==> config.mk <==
export PLATFORM = sky130hd
export DESIGN_NAME = flash_id_prober
export DESIGN_NICKNAME = d
export VERILOG_FILES = /design/src/rtl/flash_probe_pkg.sv /design/src/rtl/probe_gap_timer.sv /design/src/rtl/probe_bus_port.sv /design/src/rtl/flash_id_prober.sv
export SDC_FILE = /design/constraint.sdc
export NUM_CORES = 1
export LEC_CHECK = 0
export BUFFER_PORTS_ARGS = -buffer_cell sky130_fd_sc_hd__buf_4
export CAP_MARGIN = 20
export CORE_MARGIN = 1
export CORE_UTILIZATION = 36
export CTS_BUF_LIST = sky130_fd_sc_hd__clkbuf_8
export DETAILED_ROUTE_END_ITERATION = 8
export GPL_TIMING_DRIVEN = 0
export SLEW_MARGIN = 40
export SYNTH_ARGS = -nofsm -noshare
export SYNTH_HDL_FRONTEND = slang
export SYNTH_SLANG_ARGS = --single-unit
==> constraint.sdc <==
create_clock -name clk -period 7.1 [get_ports clk]
set_clock_uncertainty 0.2 [all_clocks]
set_input_delay 0 -clock clk [delete_from_list [all_inputs] [get_ports clk]]
set_output_delay 0 -clock clk [all_outputs]
set_load 0.005 [all_outputs]
==> src/rtl/flash_probe_pkg.sv <==
package flash_probe_pkg;

  typedef enum logic [4:0] {
    ST_WAIT_ENTER, ST_RST_AA, ST_RST_55, ST_RST_F0,
    ST_ENT_AA, ST_ENT_55, ST_ENT_90,
    ST_ID_M, ST_ID_D, ST_ID_MX, ST_ID_DX,
    ST_EX_AA, ST_EX_55, ST_EX_F0,
    ST_RB_M, ST_RB_D, ST_RB_MX, ST_RB_DX,
    ST_FINISH
  } step_e;

  typedef enum logic [1:0] {PH_IDLE, PH_STEP, PH_BUS, PH_GAP} phase_e;

  localparam logic [7:0]  CONT_CODE = 8'h7F;
  localparam logic [7:0]  CMD_UNLK1 = 8'hAA;
  localparam logic [7:0]  CMD_UNLK2 = 8'h55;
  localparam logic [7:0]  CMD_RESET = 8'hF0;
  localparam logic [7:0]  CMD_IDENT = 8'h90;
  localparam logic [15:0] UNLK_A1   = 16'h5555;
  localparam logic [15:0] UNLK_A2   = 16'h2AAA;

  function automatic logic [15:0] sel_mask(input logic [1:0] s);
    case (s)
      2'd1:    return 16'h07FF;
      2'd2:    return 16'h0FFF;
      default: return 16'hFFFF;
    endcase
  endfunction

  function automatic logic [15:0] ext_id(input logic [7:0] b0, input logic [7:0] b1);
    return (b0 == CONT_CODE) ? {b0, b1} : {8'h00, b0};
  endfunction

endpackage

==> src/rtl/probe_gap_timer.sv <==
module probe_gap_timer #(
  parameter int CW = 24
) (
  input  logic          clk,
  input  logic          rst,
  input  logic          go,
  input  logic [CW-1:0] cycles,
  output logic          fin
);
  logic          running;
  logic [CW-1:0] cnt;

  always_ff @(posedge clk) begin
    if (rst) begin
      running <= 1'b0;
      cnt     <= '0;
      fin     <= 1'b0;
    end else begin
      fin <= 1'b0;
      if (go) begin
        running <= 1'b1;
        cnt     <= cycles - 1'b1;
      end else if (running) begin
        if (cnt == '0) begin
          running <= 1'b0;
          fin     <= 1'b1;
        end else begin
          cnt <= cnt - 1'b1;
        end
      end
    end
  end
endmodule

==> src/rtl/probe_bus_port.sv <==
module probe_bus_port #(
  parameter int AW = 16
) (
  input  logic          clk,
  input  logic          rst,
  input  logic          go,
  input  logic          we,
  input  logic [AW-1:0] addr,
  input  logic [7:0]    wdata,
  output logic          bus_req,
  output logic          bus_we,
  output logic [AW-1:0] bus_addr,
  output logic [7:0]    bus_wdata,
  input  logic          bus_ack,
  input  logic [7:0]    bus_rdata,
  output logic          fin,
  output logic [7:0]    rd_byte
);
  always_ff @(posedge clk) begin
    if (rst) begin
      bus_req   <= 1'b0;
      bus_we    <= 1'b0;
      bus_addr  <= '0;
      bus_wdata <= '0;
      fin       <= 1'b0;
      rd_byte   <= '0;
    end else begin
      fin <= 1'b0;
      if (!bus_req && go) begin
        bus_req   <= 1'b1;
        bus_we    <= we;
        bus_addr  <= addr;
        bus_wdata <= wdata;
      end else if (bus_req && bus_ack) begin
        bus_req <= 1'b0;
        fin     <= 1'b1;
        if (!bus_we) rd_byte <= bus_rdata;
      end
    end
  end
endmodule

==> src/rtl/flash_id_prober.sv <==
module flash_id_prober #(
  parameter int AW           = 16,
  parameter int UW           = 16,
  parameter int TICKS_PER_US = 100,
  parameter int UNLOCK_US    = 10,
  parameter int DEF_ENTER_US = 10000,
  parameter int DEF_EXIT_US  = 40
) (
  input  logic          clk,
  input  logic          rst,
  input  logic          start,
  input  logic [1:0]    mask_sel,
  input  logic          long_reset,
  input  logic [1:0]    timing_mode,
  input  logic [UW-1:0] enter_us,
  input  logic [UW-1:0] exit_us,
  input  logic [15:0]   exp_mfr,
  input  logic [15:0]   exp_model,
  output logic          bus_req,
  output logic          bus_we,
  output logic [AW-1:0] bus_addr,
  output logic [7:0]    bus_wdata,
  input  logic          bus_ack,
  input  logic [7:0]    bus_rdata,
  output logic          busy,
  output logic          done,
  output logic [15:0]   mfr_id,
  output logic [15:0]   model_id,
  output logic          id_match,
  output logic          parity_err,
  output logic          mfr_is_array,
  output logic          model_is_array
);
  import flash_probe_pkg::*;

  localparam int TW = $clog2(TICKS_PER_US + 1);
  localparam int CW = UW + TW;
  localparam logic [CW-1:0] UNL_CYC = CW'(UNLOCK_US * TICKS_PER_US);

  step_e         step;
  phase_e        phase;
  logic [AW-1:0] mask_q;
  logic          long_q;
  logic [UW-1:0] enter_q, exit_q;
  logic [15:0]   expm_q, expd_q;
  logic [7:0]    m0, m1, d0, d1, f0, f1, g0, g1;

  logic [CW-1:0] enter_cyc, exit_cyc;
  assign enter_cyc = CW'(enter_q) * CW'(TICKS_PER_US);
  assign exit_cyc  = CW'(exit_q)  * CW'(TICKS_PER_US);

  logic [AW-1:0] a1m, a2m;
  assign a1m = AW'(UNLK_A1) & mask_q;
  assign a2m = AW'(UNLK_A2) & mask_q;

  // Decode of the current script step.
  logic          op_act, op_bus, op_we;
  logic [AW-1:0] op_addr;
  logic [7:0]    op_data;
  logic [CW-1:0] op_gap;
  logic [CW-1:0] gap_rst_unl, gap_ent_unl;
  assign gap_rst_unl = (exit_cyc  != '0) ? UNL_CYC : '0;
  assign gap_ent_unl = (enter_cyc != '0) ? UNL_CYC : '0;

  always_comb begin
    op_act  = 1'b1;
    op_bus  = 1'b1;
    op_we   = 1'b0;
    op_addr = '0;
    op_data = '0;
    op_gap  = '0;
    case (step)
      ST_WAIT_ENTER: begin op_bus = 1'b0; op_gap = enter_cyc; op_act = (enter_cyc != '0); end
      ST_RST_AA, ST_EX_AA: begin
        op_act = long_q; op_we = 1'b1; op_addr = a1m; op_data = CMD_UNLK1; op_gap = gap_rst_unl;
      end
      ST_RST_55, ST_EX_55: begin
        op_act = long_q; op_we = 1'b1; op_addr = a2m; op_data = CMD_UNLK2; op_gap = gap_rst_unl;
      end
      ST_RST_F0, ST_EX_F0: begin op_we = 1'b1; op_addr = a1m; op_data = CMD_RESET; op_gap = exit_cyc; end
      ST_ENT_AA: begin op_we = 1'b1; op_addr = a1m; op_data = CMD_UNLK1; op_gap = gap_ent_unl; end
      ST_ENT_55: begin op_we = 1'b1; op_addr = a2m; op_data = CMD_UNLK2; op_gap = gap_ent_unl; end
      ST_ENT_90: begin op_we = 1'b1; op_addr = a1m; op_data = CMD_IDENT; op_gap = enter_cyc; end
      ST_ID_M, ST_RB_M: op_addr = AW'(16'h0000);
      ST_ID_D, ST_RB_D: op_addr = AW'(16'h0001);
      ST_ID_MX: begin op_act = (m0 == CONT_CODE); op_addr = AW'(16'h0100); end
      ST_ID_DX: begin op_act = (d0 == CONT_CODE); op_addr = AW'(16'h0101); end
      ST_RB_MX: begin op_act = (f0 == CONT_CODE); op_addr = AW'(16'h0100); end
      ST_RB_DX: begin op_act = (g0 == CONT_CODE); op_addr = AW'(16'h0101); end
      default: begin op_act = 1'b0; op_bus = 1'b0; end
    endcase
  end

  logic bp_go, bp_fin, tm_go, tm_fin;
  logic [7:0] rd_byte;
  assign bp_go = (phase == PH_STEP) && (step != ST_FINISH) && op_act && op_bus;
  assign tm_go = ((phase == PH_STEP) && (step != ST_FINISH) && op_act && !op_bus) ||
                 ((phase == PH_BUS) && bp_fin && (op_gap != '0));

  probe_bus_port #(.AW(AW)) u_port (
    .clk(clk), .rst(rst), .go(bp_go), .we(op_we), .addr(op_addr), .wdata(op_data),
    .bus_req(bus_req), .bus_we(bus_we), .bus_addr(bus_addr), .bus_wdata(bus_wdata),
    .bus_ack(bus_ack), .bus_rdata(bus_rdata), .fin(bp_fin), .rd_byte(rd_byte)
  );

  probe_gap_timer #(.CW(CW)) u_gap (
    .clk(clk), .rst(rst), .go(tm_go), .cycles(op_gap), .fin(tm_fin)
  );

  logic [15:0] mfr_w, model_w, mfr_rb, model_rb;
  assign mfr_w    = ext_id(m0, m1);
  assign model_w  = ext_id(d0, d1);
  assign mfr_rb   = ext_id(f0, f1);
  assign model_rb = ext_id(g0, g1);

  always_ff @(posedge clk) begin
    if (rst) begin
      step <= ST_WAIT_ENTER;  phase <= PH_IDLE;
      mask_q <= '0;  long_q <= 1'b0;  enter_q <= '0;  exit_q <= '0;
      expm_q <= '0;  expd_q <= '0;
      m0 <= '0; m1 <= '0; d0 <= '0; d1 <= '0;
      f0 <= '0; f1 <= '0; g0 <= '0; g1 <= '0;
      busy <= 1'b0;  done <= 1'b0;
      mfr_id <= '0;  model_id <= '0;  id_match <= 1'b0;
      parity_err <= 1'b0;  mfr_is_array <= 1'b0;  model_is_array <= 1'b0;
    end else begin
      done <= 1'b0;
      case (phase)
        PH_IDLE: if (start) begin
          mask_q <= AW'(sel_mask(mask_sel));
          long_q <= long_reset;
          case (timing_mode)
            2'd0:    begin enter_q <= enter_us;          exit_q <= exit_us; end
            2'd1:    begin enter_q <= '0;                exit_q <= '0; end
            default: begin enter_q <= UW'(DEF_ENTER_US); exit_q <= UW'(DEF_EXIT_US); end
          endcase
          expm_q <= exp_mfr;
          expd_q <= exp_model;
          step   <= ST_WAIT_ENTER;
          phase  <= PH_STEP;
          busy   <= 1'b1;
        end
        PH_STEP: begin
          if (step == ST_FINISH) begin
            mfr_id         <= mfr_w;
            model_id       <= model_w;
            id_match       <= (mfr_w == expm_q) && (model_w == expd_q);
            parity_err     <= ~^mfr_w[7:0];
            mfr_is_array   <= (mfr_w == mfr_rb);
            model_is_array <= (model_w == model_rb);
            done  <= 1'b1;
            busy  <= 1'b0;
            phase <= PH_IDLE;
          end else if (!op_act) begin
            step <= step_e'(step + 5'd1);
          end else if (op_bus) begin
            phase <= PH_BUS;
          end else begin
            phase <= PH_GAP;
          end
        end
        PH_BUS: if (bp_fin) begin
          case (step)
            ST_ID_M:  m0 <= rd_byte;
            ST_ID_MX: m1 <= rd_byte;
            ST_ID_D:  d0 <= rd_byte;
            ST_ID_DX: d1 <= rd_byte;
            ST_RB_M:  f0 <= rd_byte;
            ST_RB_MX: f1 <= rd_byte;
            ST_RB_D:  g0 <= rd_byte;
            ST_RB_DX: g1 <= rd_byte;
            default: ;
          endcase
          if (op_gap != '0) begin
            phase <= PH_GAP;
          end else begin
            step  <= step_e'(step + 5'd1);
            phase <= PH_STEP;
          end
        end
        PH_GAP: if (tm_fin) begin
          step  <= step_e'(step + 5'd1);
          phase <= PH_STEP;
        end
        default: phase <= PH_IDLE;
      endcase
    end
  end
endmodule

Word-level counts from Yosys, hierarchy flattened --
Cells that the tools add are included.
Word-level totals: bits in registers 249, input bits 81, output and inout port bits 64, word-level logic and storage cells 182
Cells by class: $add $sub $neg 3, $mul 2, equality and inequality tests 42, muxes and demuxes 44, bitwise operators 4, reductions and logical operators 54
Operators with widths (number):
- $pmux 23 s4 | 1
- $pmux 15 s5 | 1
- $mux 23 | 3
- $reduce_bool 23->1 | 3
- $eq 16x16->1 | 4
- $mux 16 | 4
- $pmux 16 s2 | 2
- $sub 23x1->23 const B | 2
- $mul 16x5->21 const B | 2
- $eq 5x4->1 const B | 8
- $eq 8x7->1 const B | 4
- $pmux 8 s4 | 1
- $mux 5 | 6
- $pmux 15 s2 | 1
- $reduce_and 3->1 | 10
- $logic_not 23->1 | 1
- $eq 5x3->1 const B | 4
- $mux 10 | 2
- $pmux 5 s4 | 1
- $reduce_or 9->1 | 2
- $reduce_or 17->1 | 1
- $reduce_or 2->1 | 8
- $eq 5x5->1 const B | 3
- $mux 1 | 13
- 27 further kinds | 62

Logic depth before layout (Yosys ltp) --
Gate-level depths: netlist of the first run.
word-level depth 9, gate-level depth with buffers 26, depth with buffers taken out 24

Cells and area by module --
Synthesis of the first run repeated with hierarchy kept, for this count alone.
Second synthesis, totals: cells, all modules 1757, area, all modules 14535.2 um^2
Modules (own cells, without submodules):
- flash_id_prober | instances 1, cells each 1361, area an instance 11280.8 um^2, sequential area each 3543.4 um^2
- probe_gap_timer | instances 1, cells each 243, area an instance 1956.9 um^2, sequential area each 500.5 um^2
- probe_bus_port | instances 1, cells each 153, area an instance 1297.5 um^2, sequential area each 700.7 um^2

Least setup slack after synthesis of the first run --
No wires, ideal clock.
kind flip-flop to flip-flop, start point register exit_q[6], end point register u_gap.cnt[20], setup time 0.120 ns, arrival 5.564 ns, required time 6.780 ns, slack 1.216 ns, stages on the path, launching flop included 24, buffers on the path 1, period minus slack after synthesis 5.884 ns, path through dfxtp_1 ha_1 ha_1 fa_1 ha_1 nand2_1 o31ai_2 xor2_1 or4_1 a2111oi_0 and4b_1 o21ai_1 nor2_2 a21oi_1 nor2_2 clkbuf_1 nand2_1 ha_1 and3_1 a32o_1 nor3_2 nor3_1 mux2i_1 o21ai_1
On the way: word-level cells in the longest chain between the ends 9
Ends and longest elaborated chain:
- from (decl) | RTL line flash_id_prober.sv:44 | logic [UW-1:0] enter_q, exit_q;
- from (signal assigned) | RTL line flash_id_prober.sv:133 | 2'd0: begin enter_q <= enter_us; exit_q <= exit_us; end
- from (signal assigned) | RTL line flash_id_prober.sv:135 | default: begin enter_q <= UW'(DEF_ENTER_US); exit_q <= UW'(DEF_EXIT_US); end
- $mul 16x5->21 * | RTL line flash_id_prober.sv:50 | assign exit_cyc = CW'(exit_q) * CW'(TICKS_PER_US);
- $reduce_bool 23->1 | RTL line flash_id_prober.sv:62 | assign gap_rst_unl = (exit_cyc != '0) ? UNL_CYC : '0;
- $mux 10 | RTL line flash_id_prober.sv:62
- $pmux 23 s4 * | RTL line flash_id_prober.sv:72 | case (step)
- parallel branches: the longest is 5 deep, another holds $sub 23x1->23
- to (signal assigned) | RTL line probe_gap_timer.sv:22 | cnt <= cycles - 1'b1;
- to (signal assigned) | RTL line probe_gap_timer.sv:28 | cnt <= cnt - 1'b1;
- to (decl) | RTL line probe_gap_timer.sv:11 | logic [CW-1:0] cnt;
Every way passes the cells marked *. A chain may end at the register's enable or synchronous reset.

Worst setup path in the final report of the first run --
start point register exit_q[2], end point register u_gap.cnt[20]
The elaborated chain is that of the path after synthesis.

==> flow_metrics.tcl, run 1 <==
set metrics [dict create \
    synth_cell_types 89 \
    r2r_end "u_gap.cnt[20]$_SDFFE_PP0P_" \
    ys_seq_area_frac 0.319 \
    mostFrequentLayoutCells "dfxtp_1 (226), nor2_1 (207), nand2_1 (182)" \
    drive_gt1_frac 0.131 \
    avgSynthCellArea_um2 8.22 \
    grt_max_degree 14 \
    outcome "finished clean" \
    grt_pass1_vias 14046 \
    r2r_cells 23 \
    synth-seq-cells 226 \
    slew_headroom 0.423 \
    layout.nets 2301 \
    maxCapViolCount 0 \
    critPathCaptureType "flip-flop" \
    hp-class "in -> reg" \
    required_ns 7.40 \
    clk_pin_slew_worst_paths_ns 0.06 \
    netSwitchingFraction 0.404 \
    place_congestion 0.916 \
    drc_errors 0 \
    finalHoldViolCount 0 \
    setup_viol 0 \
    criticalPathCategory "reg -> reg" \
    die_y_um 201 \
    powerDensity_mw_per_mm2 269 \
    slew_viol_final 0 \
    pin_count 145 \
    synth_edf_count 0 \
    setup_tns_ns 0 \
    antenna_found_initial 1 \
    port_buffers 141 \
    power_switching_mw 2.03 \
    clkPwrFrac 0.285 \
    cp_data_arrival_time_ns 7.09 \
    rsz0062_at_grt "yes" \
    peakVddDrop_v 0.000136 \
    leakagePower_nw 7.92 \
    drt-total-wl_um 48200 \
    fp.dieW_um 201 \
    final.period_utilization 0.956 \
    core_mm2 0.0387 \
    cts_setup_buffers 0 \
    clockRootBuffer "clkbuf_8" \
    firstDrtPassIters 6 \
    totalPowerFinal_mw 5.01 \
    synth_nets 1947 \
    ys.warnings.count 0 \
    syn_to_final_growth_pct 31.0 \
    postLayoutCoreUtil 0.480 \
    async_flop_share 0 \
    cell_internal_pwr_mw 2.98 \
    combPwrFrac 0.415 \
    crit_end "u_gap.cnt[20]$_SDFFE_PP0P_" \
    r2r-start "exit_q[2]$_SDFFE_PP0P_" \
    vias 14266 \
    avgViaCountPerCell 5.42 \
    die_area_mm2 0.0402 \
    htreeDepth 2 \
    drt_first_iter_violations 1056 \
    synthCells 1727 \
    setup.worst_path.start_class "flip-flop" \
    synth_ff_type "dfxtp_1" \
    wl_per_cell_um 18.3 \
    grt_overflow 0 \
    reg2reg_slack_ns 0.31 \
    start_util 0.367 \
    holdPathStages 4 \
    crit_start "exit_q[2]$_SDFFE_PP0P_" \
    dp_hpwl_um 34700 \
    period_needed_ns 6.79 \
    cts_tree "yes" \
    cts_buffer_depth 3 \
    pwr-share-seq 0.300 \
    grt_first_pass_wirelength_um 77200 \
    fmax_mhz 147 \
    crit_fanout 10 \
    final_common_cell "dfxtp_1" \
    groute.usage.overall 0.240 \
    cts_buffers 42 \
    drtAntennaViolNets 0 \
    worst_pin_slew_ns 0.866 \
    clk_latency_ns 0.63 \
    row_count 72 \
    clock_sinks 226 \
    synthesis.area_mm2 0.0142 \
]
metrics by stage:
step | hold WS, ns | setup slack (ns) | cell area [µm²] | cells
2_1_floorplan | -0.0645 | 1.22 | 14200 | 1727
3_3_place_gp | 0.0325 | 0.0886 | 15900 | 2386
3_5_place_dp | 0.0409 | 0.00339 | 16000 | 2389
4_1_cts | 0.000317 | 0.0925 | 18500 | 2629
5_1_grt | 0.0204 | -0.0713 | 18600 | 2630
6_report | 0.0314 | 0.309 | 18600 | 2630
worst min-delay path by stage:
stage	startpoint	endpoint	slack (ns)
after floorplan	bus_ack	u_port.fin$_SDFF_PP0_	-0.06
after global placement	exit_us[2]	exit_q[2]$_SDFFE_PP0P_	0.03
after detailed placement	bus_rdata[2]	u_port.rd_byte[2]$_SDFFE_PP0P_	0.04
after CTS	exp_mfr[7]	expm_q[7]$_SDFFE_PP0P_	0.0003
after global routing	exp_model[7]	expd_q[7]$_SDFFE_PP0P_	0.02
final	exp_model[2]	expd_q[2]$_SDFFE_PP0P_	0.03
power groups by stage:
stage / Sequential [mW] / Clock [mW] / Combinational (mW)
after detailed placement: 1.53 / 0 / 1.92
after global placement: 1.52 / 0 / 1.90
final: 1.50 / 1.43 / 2.08
after CTS: 1.50 / 1.44 / 2.02
after floorplan: 1.49 / 0 / 1.41
after global routing: 1.52 / 1.51 / 2.30
worst max-delay path, stage by stage, from the launching register on:
cell and delay (ns):
dfxtp_1 0.49, ha_1 0.31, ha_1 0.32, ha_1 0.33
fa_1 0.49, a211oi_2 0.36, o31ai_4 0.15, o21a_1 0.24
or4_1 0.52, a2111oi_0 0.48, and4b_1 0.31, o21ai_1 0.12
nor2_2 0.16, a21oi_2 0.15, nor2_4 0.27, clkbuf_2 0.27
nand2_1 0.08, ha_1 0.27, and3_1 0.17, a32o_1 0.26
nor3_2 0.33, nor2_1 0.10, xnor2_1 0.18, o21ai_1 0.10
cell type report:
type | count | area [µm²]
Antenna cell | 1 | 2.50
Buffer | 112 | 484
Clock buffer | 51 | 702
Clock inverter | 23 | 233
Fill cell | 3722 | 20100
Inverter | 48 | 180
Multi-Input combinational cell | 1341 | 9090
Sequential cell | 226 | 4520
Tap cell | 518 | 648
Timing Repair Buffer | 310 | 2740
cells by family after synthesis:
kind of cell,synth area share
simple gates,0.203
mux,0.0531
compound gates,0.192
buf+inv,0.0466
other cells,0.000264
xor+xnor,0.0518
fa+ha+maj,0.134
flops,0.319
registers in the layout, summed over array words and instances (netlist names), 7 cells and up:
name / count
d1: 8
u_port.rd_byte: 8
m0: 8
g1: 8
u_port.bus_addr: 7
expm_q: 16
m1: 8
f0: 8
model_id: 16
f1: 8
u_gap.cnt: 23
exit_q: 16
mfr_id: 16
d0: 8
expd_q: 16
g0: 8
enter_q: 16
layer usage:
| metal | vias up | share of wire | routed length [µm] | global-route usage |
|---|---|---|---|---|
| met4 | 0 | 0.032 | 1520 | 0.0881 |
| met1 | 6846 | 0.43 | 20500 | 0.300 |
| li1 | 6878 | - | - | - |
| met2 | 454 | 0.48 | 23400 | 0.413 |
| met5 | - | 0 | 0 | 0 |
| met3 | 88 | 0.058 | 2810 | 0.0406 |
cell usage after synthesis, types with 14 or more instances:
cell,count,share of area
a21oi_1,163,0.057
nand3_1,46,0.016
a22oi_1,36,0.019
nor2_1,208,0.055
mux2i_1,73,0.051
xnor2_1,48,0.030
or3_1,14,0.0062
nand2_1,182,0.048
clkbuf_1,87,0.023
o21a_1,16,0.0085
dfxtp_1,226,0.32
o22ai_1,14,0.0062
xor2_1,36,0.022
a211oi_1,23,0.012
o21ai_0,50,0.018
and2_1,14,0.0062
fa_1,22,0.031
nand4_1,22,0.0097
nor3_1,37,0.013
inv_1,47,0.012
nor4_1,20,0.0088
ha_1,117,0.10
repair_timing:
item                                    CTS  global route
hold endpoints to repair                 87             0
hold buffers                            166             0
endpoints found under the setup margin    1            11
resized for setup                         1             9
Note: power is estimated with default switching activity, not from simulation.
==> run 2, diff against run 1 <==
Settings changed: REMOVE_ABC_BUFFERS from default to 1.
==> flow_metrics.tcl, run 2 (synthesis results as in run 1) <==
set metrics [dict create \
    cts_buffer_depth 3 \
    slew_headroom 0.427 \
    wl_met3_um 2450 \
    criticalPathCategory "reg -> reg" \
    worst_pin_slew_ns 0.854 \
    clk_pin_slew_worst_paths_ns 0.06 \
    mostFrequentLayoutCells "dlygate4sd3_1 (288), dfxtp_1 (226), nor2_1 (206)" \
    netSwitchingFraction 0.403 \
    required_ns 7.39 \
    fmax_mhz 149 \
    worst_path_largest_cell_delay_ns 0.58 \
    placed_area_mm2 0.0157 \
    port_buffers 143 \
    totalPowerFinal_mw 5.03 \
    vias 14306 \
    place_congestion 0.886 \
    crit_path_cell_trace "ha_1 -> ha_1 -> fa_1 -> ha_1 -> and2_4 -> a221oi_2 -> a21oi_1 -> o21ba_1 -> o211ai_1 -> or4b_4 -> o31ai_1 -> nor2_2 -> nor2_4 -> nand2_1 -> ha_1 -> and3_1 -> a32o_1 -> nor3_2 -> nor3_1 -> mux2i_1 -> o21ai_1" \
    clock_sinks 226 \
    largest_register "u_gap.cnt" \
    powerDensity_mw_per_mm2 258 \
    maxCapViolCount 0 \
    dp_slack_ns -0.574 \
    crit_fanout 14 \
    postLayoutSetupSlackWorst_ns 0.406 \
    die_y_um 201 \
    clk_latency_ns 0.62 \
    pin_count 145 \
    postLayoutCoreUtil 0.504 \
    multiInputGateArea_mm2 0.00913 \
    power_switching_mw 2.02 \
    fin_cells 2658 \
    drive_gt1_frac 0.128 \
    setup_viol 0 \
    critical_path_buf_inv_count 0 \
    drt-met1-wl_um 20600 \
    wl_met2_um 21300 \
    drtAntennaViolNets 0 \
    cts_tree "yes" \
    firstDrtPassIters 5 \
    finalHoldViolCount 0 \
    slew_viol_final 0 \
    period_needed_ns 6.69 \
    start_util 0.367 \
    avgViaCountPerCell 5.38 \
    die_area_mm2 0.0402 \
    antenna_found_initial 1 \
    top_layer "met4" \
    clockRootBuffer "clkbuf_8" \
    leakagePower_nw 8.37 \
    cts_buffers 42 \
    cp_data_arrival_time_ns 6.99 \
    largest_register_ff_count 23 \
    row_count 72 \
    groute.usage.overall 0.225 \
    drt-total-wl_um 45700 \
    grt_overflow 0 \
    critPathCaptureType "flip-flop" \
    nFillCells 3561 \
    final_common_cell "dlygate4sd3_1" \
    setup.worst_path.start_class "flip-flop" \
    htreeDepth 2 \
    cell_internal_pwr_mw 3.00 \
    peakVddDrop_v 0.000149 \
    core_mm2 0.0387 \
    syn_to_final_growth_pct 37.4 \
    dp_hpwl_um 28600 \
    clkPwrFrac 0.258 \
    drt_first_iter_violations 917 \
    crit_top_cell "ha_1" \
    dp_cells 2289 \
    outcome "finished clean" \
    path_delay_family "simple AND/OR/NAND/NOR gates" \
    combPwrFrac 0.440 \
    layout.nets 2330 \
    grt_max_degree 99 \
    grt_pass1_vias 14276 \
    whs_ns 0.167 \
    grt_first_pass_wirelength_um 74000 \
    hp-class "in -> reg" \
    final.period_utilization 0.943 \
    seq_area_mm2 0.00452 \
    pwr-share-seq 0.301 \
    rsz0062_at_grt "no" \
    finalInstanceArea_mm2 0.0195 \
    wl_per_cell_um 17.2 \
    crit_slowest_cell "or4b_4" \
    setup_tns_ns 0 \
    drc_errors 0 \
    fp.dieW_um 201 \
]
==> run 2: layout make-up <==
type,instances,area share
Tap cell,518,0.0332
Sequential cell,226,0.232
Antenna cell,1,0.000128
Clock buffer,50,0.0353
Inverter,48,0.00924
Timing Repair Buffer,450,0.215
Clock inverter,23,0.00795
Multi-Input combinational cell,1342,0.468
==> run 2: worst paths after layout <==
check / endpoint / cells after the start / slack (ns) / from
worst max-delay path: u_gap.cnt[20]$_SDFFE_PP0P_ / 21 / 0.41 / enter_q[4]$_SDFFE_PP0P_
worst min-delay path: model_id[3]$_SDFFE_PP0P_ / 3 / 0.17 / rst
worst max register to register: u_gap.cnt[20]$_SDFFE_PP0P_ / 21 / 0.41 / enter_q[4]$_SDFFE_PP0P_
worst min register to register: d1[6]$_SDFFE_PP0P_ / 2 / 0.25 / d1[6]$_SDFFE_PP0P_
==> run 2: layer usage <==
| layer | track usage | vias up |
|---|---|---|
| met5 | 0 | - |
| met3 | 0.0359 | 98 |
| met4 | 0.0856 | 0 |
| li1 | - | 6933 |
| met1 | 0.289 | 6843 |
| met2 | 0.377 | 432 |
==> run 2: power by group through the flow <==
stage | sequential [mW] | clock, mW | combinational (mW)
after CTS | 1.51 | 1.32 | 2.11
final | 1.51 | 1.30 | 2.21
after global routing | 1.53 | 1.38 | 2.42
after detailed placement | 1.53 | 0 | 1.86
after floorplan | 1.49 | 0 | 1.33
after global placement | 1.53 | 0 | 1.80
==> run 2: tightest hold or removal path: cells and delay by family <==
family / cells / cell delay, ns
buf+inv: 2 / 0.79
simple gates: 1 / 0.13
==> run 2: what timing repair did <==
item / CTS / global route
pin swaps: 1 / 1
endpoints found under the setup margin: 10 / 2
hold endpoints to repair: 216 / 0
resized for setup: 1 / 1
cloned: 1 / 0
hold buffers: 288 / 0
buffers inserted: 1 / 4
